<file path="config.mk">
export PLATFORM = sky130hd
export DESIGN_NAME = mmu_cmd_decoder
export DESIGN_NICKNAME = d
export VERILOG_FILES = /design/src/rtl/mmu_cmd_pkg.sv /design/src/rtl/mmu_ext_classifier.sv /design/src/rtl/mmu_reg_bank.sv /design/src/rtl/mmu_cmd_decoder.sv
export SDC_FILE = /design/constraint.sdc
export NUM_CORES = 1
export LEC_CHECK = 0
export CAP_MARGIN = 20
export CORE_MARGIN = 4
export CORE_UTILIZATION = 56
export DETAILED_ROUTE_END_ITERATION = 6
export PLACE_DENSITY_LB_ADDON = 0.08
export RECOVER_POWER = 50
export SYNTH_ARGS = -nofsm -noshare
export SYNTH_HDL_FRONTEND = slang
export SYNTH_SLANG_ARGS = --single-unit
export TNS_END_PERCENT = 50
</file>
<file path="constraint.sdc">
create_clock -name clk -period 2.45 [get_ports clk]
set_input_delay 0.49 -clock clk [delete_from_list [all_inputs] [get_ports clk]]
set_output_delay 0.49 -clock clk [all_outputs]
set_load 0.02 [all_outputs]
</file>
<file path="src/rtl/mmu_cmd_pkg.sv">
package mmu_cmd_pkg;

    localparam int WORD_W = 16;
    localparam int CLS_W  = 10;

    localparam int CL_LOAD   = 0;
    localparam int CL_FLUSH  = 1;
    localparam int CL_FLROOT = 2;
    localparam int CL_VALID  = 3;
    localparam int CL_TEST   = 4;
    localparam int CL_RMOVE  = 5;
    localparam int CL_SMOVE  = 6;
    localparam int CL_BRANCH = 7;
    localparam int CL_SETC   = 8;
    localparam int CL_DECBR  = 9;

    typedef enum logic [1:0] {
        TGT_TC  = 2'd0,
        TGT_SRP = 2'd1,
        TGT_CRP = 2'd2,
        TGT_SR  = 2'd3
    } tgt_e;

    typedef enum logic [1:0] {
        ST_IDLE = 2'd0,
        ST_SEND = 2'd1,
        ST_RECV = 2'd2
    } st_e;

    typedef struct packed {
        logic [CLS_W-1:0] cls;
        logic             illegal;
        logic [2:0]       sel;
        logic             to_mem;
        logic [3:0]       cond;
        logic [4:0]       fc;
        logic [3:0]       mask;
        logic             xfer;
        tgt_e             tgt;
    } dec_t;

endpackage

</file>
<file path="src/rtl/mmu_ext_classifier.sv">
module mmu_ext_classifier
    import mmu_cmd_pkg::*;
(
    input  logic [WORD_W-1:0] op,
    input  logic [WORD_W-1:0] ext,
    output dec_t              d
);

    always_comb begin
        d         = '0;
        d.tgt     = TGT_TC;
        if ((op & 16'hFFF8) == 16'hF048) begin
            d.cls[CL_DECBR] = 1'b1;
            d.cond          = ext[3:0];
        end else if ((op & 16'hFFC0) == 16'hF040) begin
            d.cls[CL_SETC] = 1'b1;
            d.cond         = ext[3:0];
        end else if (((op & 16'hFFC0) == 16'hF080) || ((op & 16'hFFC0) == 16'hF0C0)) begin
            d.cls[CL_BRANCH] = 1'b1;
            d.cond           = op[3:0];
        end else if ((op & 16'hFFC0) == 16'hF000) begin
            if ((ext & 16'hFDE0) == 16'h2000) begin
                d.cls[CL_LOAD] = 1'b1;
                d.fc           = ext[4:0];
            end else if (ext == 16'h2800) begin
                d.cls[CL_VALID] = 1'b1;
            end else if ((ext & 16'hFFF8) == 16'h2C00) begin
                d.cls[CL_VALID] = 1'b1;
                d.sel           = ext[2:0];
            end else if ((ext & 16'hE200) == 16'h2000) begin
                d.cls[CL_FLUSH] = 1'b1;
                d.fc            = ext[4:0];
                d.mask          = ext[8:5];
            end else if (ext == 16'hA000) begin
                d.cls[CL_FLROOT] = 1'b1;
            end else if ((ext & 16'hE000) == 16'h8000) begin
                d.cls[CL_TEST] = 1'b1;
                d.fc           = ext[4:0];
            end else begin
                unique case (ext[15:13])
                    3'd0, 3'd2: begin
                        d.sel    = ext[12:10];
                        d.to_mem = ext[9];
                        unique case (ext[12:10])
                            3'd0: begin d.cls[CL_RMOVE] = 1'b1; d.xfer = 1'b1; d.tgt = TGT_TC;  end
                            3'd2: begin d.cls[CL_RMOVE] = 1'b1; d.xfer = 1'b1; d.tgt = TGT_SRP; end
                            3'd3: begin d.cls[CL_RMOVE] = 1'b1; d.xfer = 1'b1; d.tgt = TGT_CRP; end
                            default: begin
                                d.illegal = 1'b1;
                                d.sel     = '0;
                                d.to_mem  = 1'b0;
                            end
                        endcase
                    end
                    3'd3: begin
                        d.cls[CL_SMOVE] = 1'b1;
                        d.to_mem        = ext[9];
                        d.xfer          = 1'b1;
                        d.tgt           = TGT_SR;
                    end
                    default: d.illegal = 1'b1;
                endcase
            end
        end else begin
            d.illegal = 1'b1;
        end
    end

endmodule

</file>
<file path="src/rtl/mmu_reg_bank.sv">
module mmu_reg_bank
    import mmu_cmd_pkg::*;
#(
    parameter int DATA_W = 32
) (
    input  logic              clk,
    input  logic              rst_n,
    input  logic              wr_en,
    input  logic              last,
    input  logic              beat,
    input  tgt_e              tgt,
    input  logic [DATA_W-1:0] wr_word,
    output logic [DATA_W-1:0] rd_word,
    output logic              xlate_en
);

    localparam int HW = DATA_W / 2;

    logic [DATA_W-1:0] tc_q;
    logic [DATA_W-1:0] srp_lim_q, srp_ptr_q;
    logic [DATA_W-1:0] crp_lim_q, crp_ptr_q;
    logic [HW-1:0]     sr_q;
    logic [DATA_W-1:0] stage_q;
    logic              xl_q;

    always_ff @(posedge clk) begin
        if (!rst_n) begin
            tc_q      <= '0;
            srp_lim_q <= '0;
            srp_ptr_q <= '0;
            crp_lim_q <= '0;
            crp_ptr_q <= '0;
            sr_q      <= '0;
            stage_q   <= '0;
            xl_q      <= 1'b0;
        end else if (wr_en) begin
            if (!last) begin
                stage_q <= wr_word;
            end else begin
                unique case (tgt)
                    TGT_TC: begin
                        tc_q <= {stage_q[HW-1:0], wr_word[HW-1:0]};
                        xl_q <= stage_q[HW-1];
                    end
                    TGT_SRP: begin
                        srp_lim_q <= stage_q;
                        srp_ptr_q <= wr_word;
                    end
                    TGT_CRP: begin
                        crp_lim_q <= stage_q;
                        crp_ptr_q <= wr_word;
                    end
                    TGT_SR: sr_q <= wr_word[HW-1:0];
                endcase
            end
        end
    end

    always_comb begin
        rd_word = '0;
        unique case (tgt)
            TGT_TC:  rd_word[HW-1:0] = beat ? tc_q[HW-1:0] : tc_q[DATA_W-1:HW];
            TGT_SRP: rd_word = beat ? srp_ptr_q : srp_lim_q;
            TGT_CRP: rd_word = beat ? crp_ptr_q : crp_lim_q;
            TGT_SR:  rd_word[HW-1:0] = sr_q;
        endcase
    end

    assign xlate_en = xl_q;

endmodule

</file>
<file path="src/rtl/mmu_cmd_decoder.sv">
module mmu_cmd_decoder
    import mmu_cmd_pkg::*;
#(
    parameter int DATA_W = 32
) (
    input  logic              clk,
    input  logic              rst_n,
    input  logic              cmd_valid,
    input  logic [15:0]       op_word,
    input  logic [15:0]       ext_word,
    output logic              dec_vld,
    output logic [9:0]        cmd_class,
    output logic              illegal,
    output logic [2:0]        reg_sel,
    output logic              to_mem,
    output logic [3:0]        cond_code,
    output logic [4:0]        fc_field,
    output logic [3:0]        fc_mask,
    output logic              busy,
    input  logic              dat_in_vld,
    input  logic [DATA_W-1:0] dat_in,
    output logic              dat_out_vld,
    output logic [DATA_W-1:0] dat_out,
    output logic              xlate_en
);

    dec_t d;
    st_e  state_q, state_d;
    logic beat_q, beat_d;
    logic last_q;
    tgt_e tgt_q;
    logic accept;
    logic last_beat;
    logic wr_en;

    mmu_ext_classifier u_cls (
        .op  (op_word),
        .ext (ext_word),
        .d   (d)
    );

    assign accept    = cmd_valid && (state_q == ST_IDLE);
    assign last_beat = (beat_q == last_q);
    assign wr_en     = (state_q == ST_RECV) && dat_in_vld;

    always_comb begin
        state_d = state_q;
        beat_d  = beat_q;
        unique case (state_q)
            ST_IDLE: begin
                beat_d = 1'b0;
                if (accept && d.xfer)
                    state_d = d.to_mem ? ST_SEND : ST_RECV;
            end
            ST_SEND: begin
                if (last_beat) state_d = ST_IDLE;
                else           beat_d  = beat_q + 1'b1;
            end
            ST_RECV: begin
                if (dat_in_vld) begin
                    if (last_beat) state_d = ST_IDLE;
                    else           beat_d  = beat_q + 1'b1;
                end
            end
            default: state_d = ST_IDLE;
        endcase
    end

    always_ff @(posedge clk) begin
        if (!rst_n) begin
            state_q <= ST_IDLE;
            beat_q  <= 1'b0;
            last_q  <= 1'b0;
            tgt_q   <= TGT_TC;
        end else begin
            state_q <= state_d;
            beat_q  <= beat_d;
            if (accept) begin
                tgt_q  <= d.tgt;
                last_q <= (d.tgt != TGT_SR);
            end
        end
    end

    always_ff @(posedge clk) begin
        if (!rst_n) begin
            dec_vld   <= 1'b0;
            cmd_class <= '0;
            illegal   <= 1'b0;
            reg_sel   <= '0;
            to_mem    <= 1'b0;
            cond_code <= '0;
            fc_field  <= '0;
            fc_mask   <= '0;
        end else begin
            dec_vld <= accept;
            if (accept) begin
                cmd_class <= d.cls;
                illegal   <= d.illegal;
                reg_sel   <= d.sel;
                to_mem    <= d.to_mem;
                cond_code <= d.cond;
                fc_field  <= d.fc;
                fc_mask   <= d.mask;
            end
        end
    end

    mmu_reg_bank #(.DATA_W(DATA_W)) u_regs (
        .clk      (clk),
        .rst_n    (rst_n),
        .wr_en    (wr_en),
        .last     (last_beat),
        .beat     (beat_q),
        .tgt      (tgt_q),
        .wr_word  (dat_in),
        .rd_word  (dat_out),
        .xlate_en (xlate_en)
    );

    assign busy        = (state_q != ST_IDLE);
    assign dat_out_vld = (state_q == ST_SEND);

endmodule

</file>
==> results of run 1 <==
==> sequential cells by signal (all words and copies together), names as in the netlist, 2 cells and up <==
signal / count
u_regs.crp_lim_q: 32
u_regs.crp_ptr_q: 32
u_regs.srp_lim_q: 32
u_regs.srp_ptr_q: 32
u_regs.stage_q: 32
u_regs.tc_q: 31
u_regs.sr_q: 16
cmd_class: 10
fc_field: 5
cond_code: 4
fc_mask: 4
reg_sel: 3
state_q: 2
tgt_q: 2
==> cell type report <==
| cell class | instances | area, um^2 |
|---|---|---|
| well taps | 260 | 325 |
| inverters | 8 | 30.0 |
| clock buffers | 37 | 783 |
| fillers | 1523 | 5290 |
| flip-flops and latches | 243 | 4870 |
| clock inverters | 8 | 92.6 |
| repair buffers | 201 | 1870 |
| multi-input cells | 927 | 5640 |
==> report_power, final <==
| group | total, mW | switching [mW] | internal [mW] |
|---|---|---|---|
| clock | 3.97 | 1.55 | 2.42 |
| sequential | 3.96 | 0.00219 | 3.95 |
| combinational | 0.327 | 0.149 | 0.178 |
| total | 8.25 | 1.70 | 6.55 |
==> what timing repair did <==
item / CTS / global route
hold buffers: 0 / 0
setup endpoints to repair: 33 / 32
gates resized for setup: 142 / 14
buffers inserted: 6 / 1
gates cloned: 1 / 0
pin swaps: 10 / 7
==> worst reg2reg max path, stage by stage, from the launching register on <==
cell	delay, ns
dfxtp_4	0.39
buf_12	0.16
clkbuf_1	0.19
xor2_1	0.34
nor2_1	0.14
buf_12	0.19
nand2_2	0.24
buf_4	0.30
nand2_1	0.08
a21boi_0	0.21
==> worst max-delay path by stage <==
stage / depth (start not counted) / slack (ns) / to
floorplan: 5 / 0.08 / dat_out[11]
global placement: 6 / -0.21 / fc_field[2]$_SDFFE_PN0P_
detailed placement: 6 / -0.24 / fc_field[3]$_SDFFE_PN0P_
CTS: 5 / -0.21 / dat_out[4]
global route: 6 / -0.23 / dat_out[6]
finish: 6 / -0.14 / dat_out[4]
==> kinds of logic after synthesis <==
| kind of cell | share of synthesized area, % |
|---|---|
| muxes | 9.60 |
| DFF | 44.9 |
| adders and majority gates | 0.923 |
| buffers and inverters | 3.69 |
| AOI/OAI and AO/OA | 20.4 |
| and+or+nand+nor | 20.5 |
| xor gates and xnor gates | 0.0808 |
==> metrics by stage <==
stage               setup TNS (ns)  worst slack [ns]  hold WS (ns)  instances
floorplan                        0            0.0843         0.440       1275
global placement             -2.46            -0.206         0.424       1631
detailed placement           -3.00            -0.245         0.430       1631
CTS                          -3.59            -0.209         0.329       1683
global route                 -4.44            -0.225         0.355       1684
finish                       -1.74            -0.135         0.346       1684
==> layer usage <==
metal  GRT usage [%]  vias up  part of all wire (%)
met3            4.50       45                   6.2
met5               0        -                     0
met4            6.90        0                   1.9
li1                -     4596                     -
met1            32.8     4432                    44
met2            43.2      286                    48
==> placed cells by master, fill, tap and decap left out, drive strengths merged, types with 3 or more instances in the layout <==
master | synthesis | routed
dfxtp | 243 | 243
o21ai | 8 | 8
nand2 | 430 | 430
ha | 8 | 8
a22oi | 21 | 21
mux2i | 32 | 32
inv | 8 | 8
clkinv | 0 | 5
nor4 | 3 | 3
o31ai | 3 | 3
nor2b | 21 | 21
a21o | 3 | 3
nor2 | 13 | 13
and2 | 7 | 7
nor3 | 9 | 9
nand4 | 4 | 4
a222oi | 16 | 16
o41ai | 4 | 4
dlygate4sd3 | 0 | 32
clkdlybuf4s50 | 0 | 65
and3 | 3 | 3
a21boi | 212 | 212
nand3 | 28 | 28
clkbuf | 82 | 48
buf | 15 | 92
or4 | 3 | 3
nand2b | 3 | 3
mux2 | 64 | 64
a21oi | 3 | 3
a22o | 10 | 10
o31a | 3 | 3
==> impl_metrics.ini, run 1 <==
[global_routing]
grt_antenna_before_repair = 0
grt_max_degree = 173
grt_pass1_vias = 9256
gr-usage-all-layers_pct = 25.2
grt_pass1_wl_um = 46200
grt_overflow = 0

[floorplan]
start_util_pct = 57.4
core_area_um2 = 18900
num_rows = 50
die-area_um2 = 21700
die_h_um = 147
ios = 132
dieWidth_um = 147

[timing]
hold_violations = 0
slew_headroom_pct = 58.7
worst_pin_slew_ns = 0.615
fmax_ghz = 0.387
setup-violations-final = 22
setup_slack_ns = -0.135
rsz0062_at_grt = yes
finalCritPeriodShare_pct = 106
maxSlewViolCount = 0
layout_min_cycle_time_ns = 2.59
finClkSkew_ns = 0.00809

[clock_network]
numCtsBuffers = 26
h-tree-depth = 1
cts-root-buf = clkbuf_16
clk_pin_slew_ns = 0.06
clockBufferDepth = 3
numClockSinks = 243
cts_tree = built
clock_latency_ns = 0.52

[power]
p_total_mw = 8.25
power_leakage_nw = 4.89
powerDensity_nw_per_um2 = 606
peakVddDrop_mv = 0.478

[status]
status = finished with violations
violations = design-rule violations, negative setup slack

[drt]
drt-total-wl_um = 27900
wl_per_cell_um = 16.6
vias = 9359
drcViolationCount = 1
drtIter0Drc = 745
vias_per_cell = 5.56
dr.pass1.iters = 7
antenna_left = 0

[critical_path]
slowest_stage = dfxtp_4
arrival_ns = 2.10
cp-start-kind = register
path_buf_inv = 3
crit_type = reg -> out
r2r_end = u_regs.srp_ptr_q[10]$_SDFFE_PN0P_
reg2regPathDepth = 9
slowest_delay_ns = 0.39
startpoint = beat_q$_SDFFE_PN0P_
path_max_fanout = 9
rrSetupSlack_ns = 0.14
path_delay_family = buffers and inverters
timing.rr.start = beat_q$_SDFFE_PN0P_
path_cells = buf_4, buf_16, mux2_2, a222oi_1, mux2i_1, buf_2
required_ns = 1.96
cp-end-kind = primary output

[layout]
n_antenna_cell = 0
final_core_util_pct = 72.0
fin_area_um2 = 13600
drive_above_1_share_pct = 15.7
area_growth_pct = 25.5
nets = 1483

[synthesis]
synth_cells = 1275
syn-num-nets = 1351
netlist_top_cells_count = nand2_1 (430), dfxtp_1 (243), a21boi_0 (212), clkbuf_1 (82), mux2_2 (64)
syn_area_um2 = 10800
ys_seq_elements = 243
synth.most_common_cell = nand2_1
synthArstFlopShare_pct = 0
synth.distinct_cells = 45
synth_top_area_cell = dfxtp_1
yosysTopAreaCellShare_pct = 44.9
synth_flop_cell = dfxtp_1
synth_edf_count = 0
synth.top_cells.by_area = dfxtp_1 (45%), nand2_1 (15%), a21boi_0 (15%)
syn-mean-instance-area_um2 = 8.51
seq_area_frac_synth_pct = 44.9
yosysWarnings = 0

[hold_path]
min_from = rst_n
hp-class = in -> reg
hold_end = dec_vld$_SDFF_PN0_
min_path_cells = 3

[placed_design]
hpwl_um = 17000
globalplace.congestion = 0.805
place_area_um2 = 12800
io_buffers = 131

[job]
drv_cap = 0
No activity file was read; power rests on OpenSTA's default activity.
==> run 2, diff against run 1 <==
--- a/config.mk
+++ b/config.mk
@@ -5,10 +5,12 @@
 export SDC_FILE = /design/constraint.sdc
 export NUM_CORES = 1
 export LEC_CHECK = 0
+export ABC_CLOCK_PERIOD_IN_PS = 2450
 export CAP_MARGIN = 20
 export CORE_MARGIN = 4
 export CORE_UTILIZATION = 56
 export DETAILED_ROUTE_END_ITERATION = 6
+export HOLD_SLACK_MARGIN = 0.12
 export PLACE_DENSITY_LB_ADDON = 0.08
 export RECOVER_POWER = 50
 export SYNTH_ARGS = -nofsm -noshare
==> results of run 2 <==
Same layout as run 1: the final DEF is identical, and so are final timing and power.
==> run 3, diff against run 2 <==
--- a/config.mk
+++ b/config.mk
@@ -8,8 +8,9 @@
 export ABC_CLOCK_PERIOD_IN_PS = 2450
 export CAP_MARGIN = 20
 export CORE_MARGIN = 4
-export CORE_UTILIZATION = 56
+export CORE_UTILIZATION = 46
 export DETAILED_ROUTE_END_ITERATION = 6
+export GPL_ROUTABILITY_DRIVEN = 0
 export HOLD_SLACK_MARGIN = 0.12
 export PLACE_DENSITY_LB_ADDON = 0.08
 export RECOVER_POWER = 50
==> impl_metrics.ini, run 3 (synthesis gave the netlist of run 1 again) <==
[drt]
vias_per_cell = 5.27
wl_per_cell_um = 16.5
drt-total-wl_um = 29100
drcViolationCount = 0
drtIter0Drc = 614
antenna_left = 0
dr.pass1.iters = 5
vias = 9299

[placed_design]
dpl.cell_count = 1694
io_buffers = 131
hpwl_um = 17800

[layout]
final_core_util_pct = 61.3
area_growth_pct = 29.5
nets = 1506
layout.cells.most_common = nand2_1
drive_above_1_share_pct = 17.4
final_cells = 1764
mostFrequentLayoutCells = nand2_1 (428), dfxtp_1 (240), a21boi_0 (212)
n_antenna_cell = 0

[timing]
tns_ns = -5.38
setup-violations-final = 32
setup_slack_ns = -0.227
fmax_ghz = 0.374
hold_violations = 0
slew_headroom_pct = 45.8
worst_pin_slew_ns = 0.812
finalCritPeriodShare_pct = 109
maxSlewViolCount = 0
finClkSkew_ns = 0.0179
rsz0062_at_grt = yes
layout_min_cycle_time_ns = 2.68
hold_ws_ns = 0.305

[clock_network]
postCtsHoldBufs = 0
clockBufferDepth = 3
h-tree-depth = 1
numCtsBuffers = 27
cts-root-buf = clkbuf_16
clock_latency_ns = 0.54
clk_pin_slew_ns = 0.06
cts_tree = built
numClockSinks = 243

[power]
p_total_mw = 8.40
power_leakage_nw = 5.04
powerDensity_nw_per_um2 = 598
peakVddDrop_mv = 0.414

[global_routing]
grt_pass1_vias = 9188
grt_pass1_wl_um = 48000
grt_max_degree = 192
grt_overflow = 0
gr-usage-all-layers_pct = 21.9
grt_antenna_before_repair = 0

[floorplan]
die_h_um = 162
dieWidth_um = 162
die-area_um2 = 26100
num_rows = 55
ios = 132
start_util_pct = 47.3
core_area_um2 = 22900

[critical_path]
crit_type = reg -> out
required_ns = 1.96
cp-end-kind = primary output
path_max_fanout = 8
arrival_ns = 2.19
cp-start-kind = register

[status]
status = finished with violations
violations = negative setup slack

[hold_path]
hp-class = in -> reg

[job]
drv_cap = 0
## run 3: where the power goes
group          total (mW)  switching, mW  internal (mW)  leakage (nW)
Combinational       0.331          0.153          0.178          2.64
Sequential           3.96        0.00213           3.95          1.96
Clock                4.11           1.62           2.49         0.449
Total                8.40           1.77           6.63          5.04
## run 3: critical path, stage by stage, from the launching register on
cell and delay, ns:
dfxtp_4 0.38, buf_6 0.15, buf_12 0.14, mux2_2 0.33
a222oi_1 0.32, mux2i_1 0.15, buf_2 0.18
## run 3: routing by layer
| layer | vias to the layer above | share of wire, % | global-route usage, % |
|---|---|---|---|
| li1 | 4646 | - | - |
| met1 | 4433 | 48 | 30.7 |
| met2 | 197 | 47 | 36.5 |
| met3 | 23 | 4.7 | 3.47 |
| met4 | 0 | 1.0 | 3.84 |
| met5 | - | 0 | 0 |
## run 3: repair_timing
action	4_1_cts	5_1_grt
setup endpoints to repair	33	32
cloned	2	0
pin swaps	15	12
gates resized for setup	172	31
setup buffers	18	2
## run 3: area by class of cell
| class | instances | area [um^2] |
|---|---|---|
| multi-input combinational | 927 | 5730 |
| fill | 2100 | 8870 |
| clock buffer | 37 | 763 |
| tap | 313 | 392 |
| sequential | 243 | 4870 |
| timing repair buffer | 223 | 2120 |
| inverter | 8 | 30.0 |
| clock inverter | 13 | 149 |
## run 3: per-stage QoR
| stage | setup slack, ns | cell area [um^2] |
|---|---|---|
| 6_report | -0.227 | 14000 |
| 5_1_grt | -0.323 | 14000 |
| 4_1_cts | -0.223 | 14000 |
| 3_5_place_dp | -0.285 | 12900 |
| 3_3_place_gp | -0.243 | 12900 |
| 2_1_floorplan | 0.0843 | 10800 |
## run 3: path summary, 6_finish.rpt
| check | cells past startpoint | slack [ns] | endpoint | from |
|---|---|---|---|---|
| worst min-delay path | 3 | 0.30 | dec_vld$_SDFF_PN0_ | rst_n |
| worst min register to register | 2 | 0.43 | cond_code[1]$_SDFFE_PN0P_ | cond_code[1]$_SDFFE_PN0P_ |
| worst max-delay path | 6 | -0.23 | dat_out[1] | beat_q$_SDFFE_PN0P_ |
| worst max register to register | 10 | 0.03 | u_regs.srp_ptr_q[7]$_SDFFE_PN0P_ | beat_q$_SDFFE_PN0P_ |
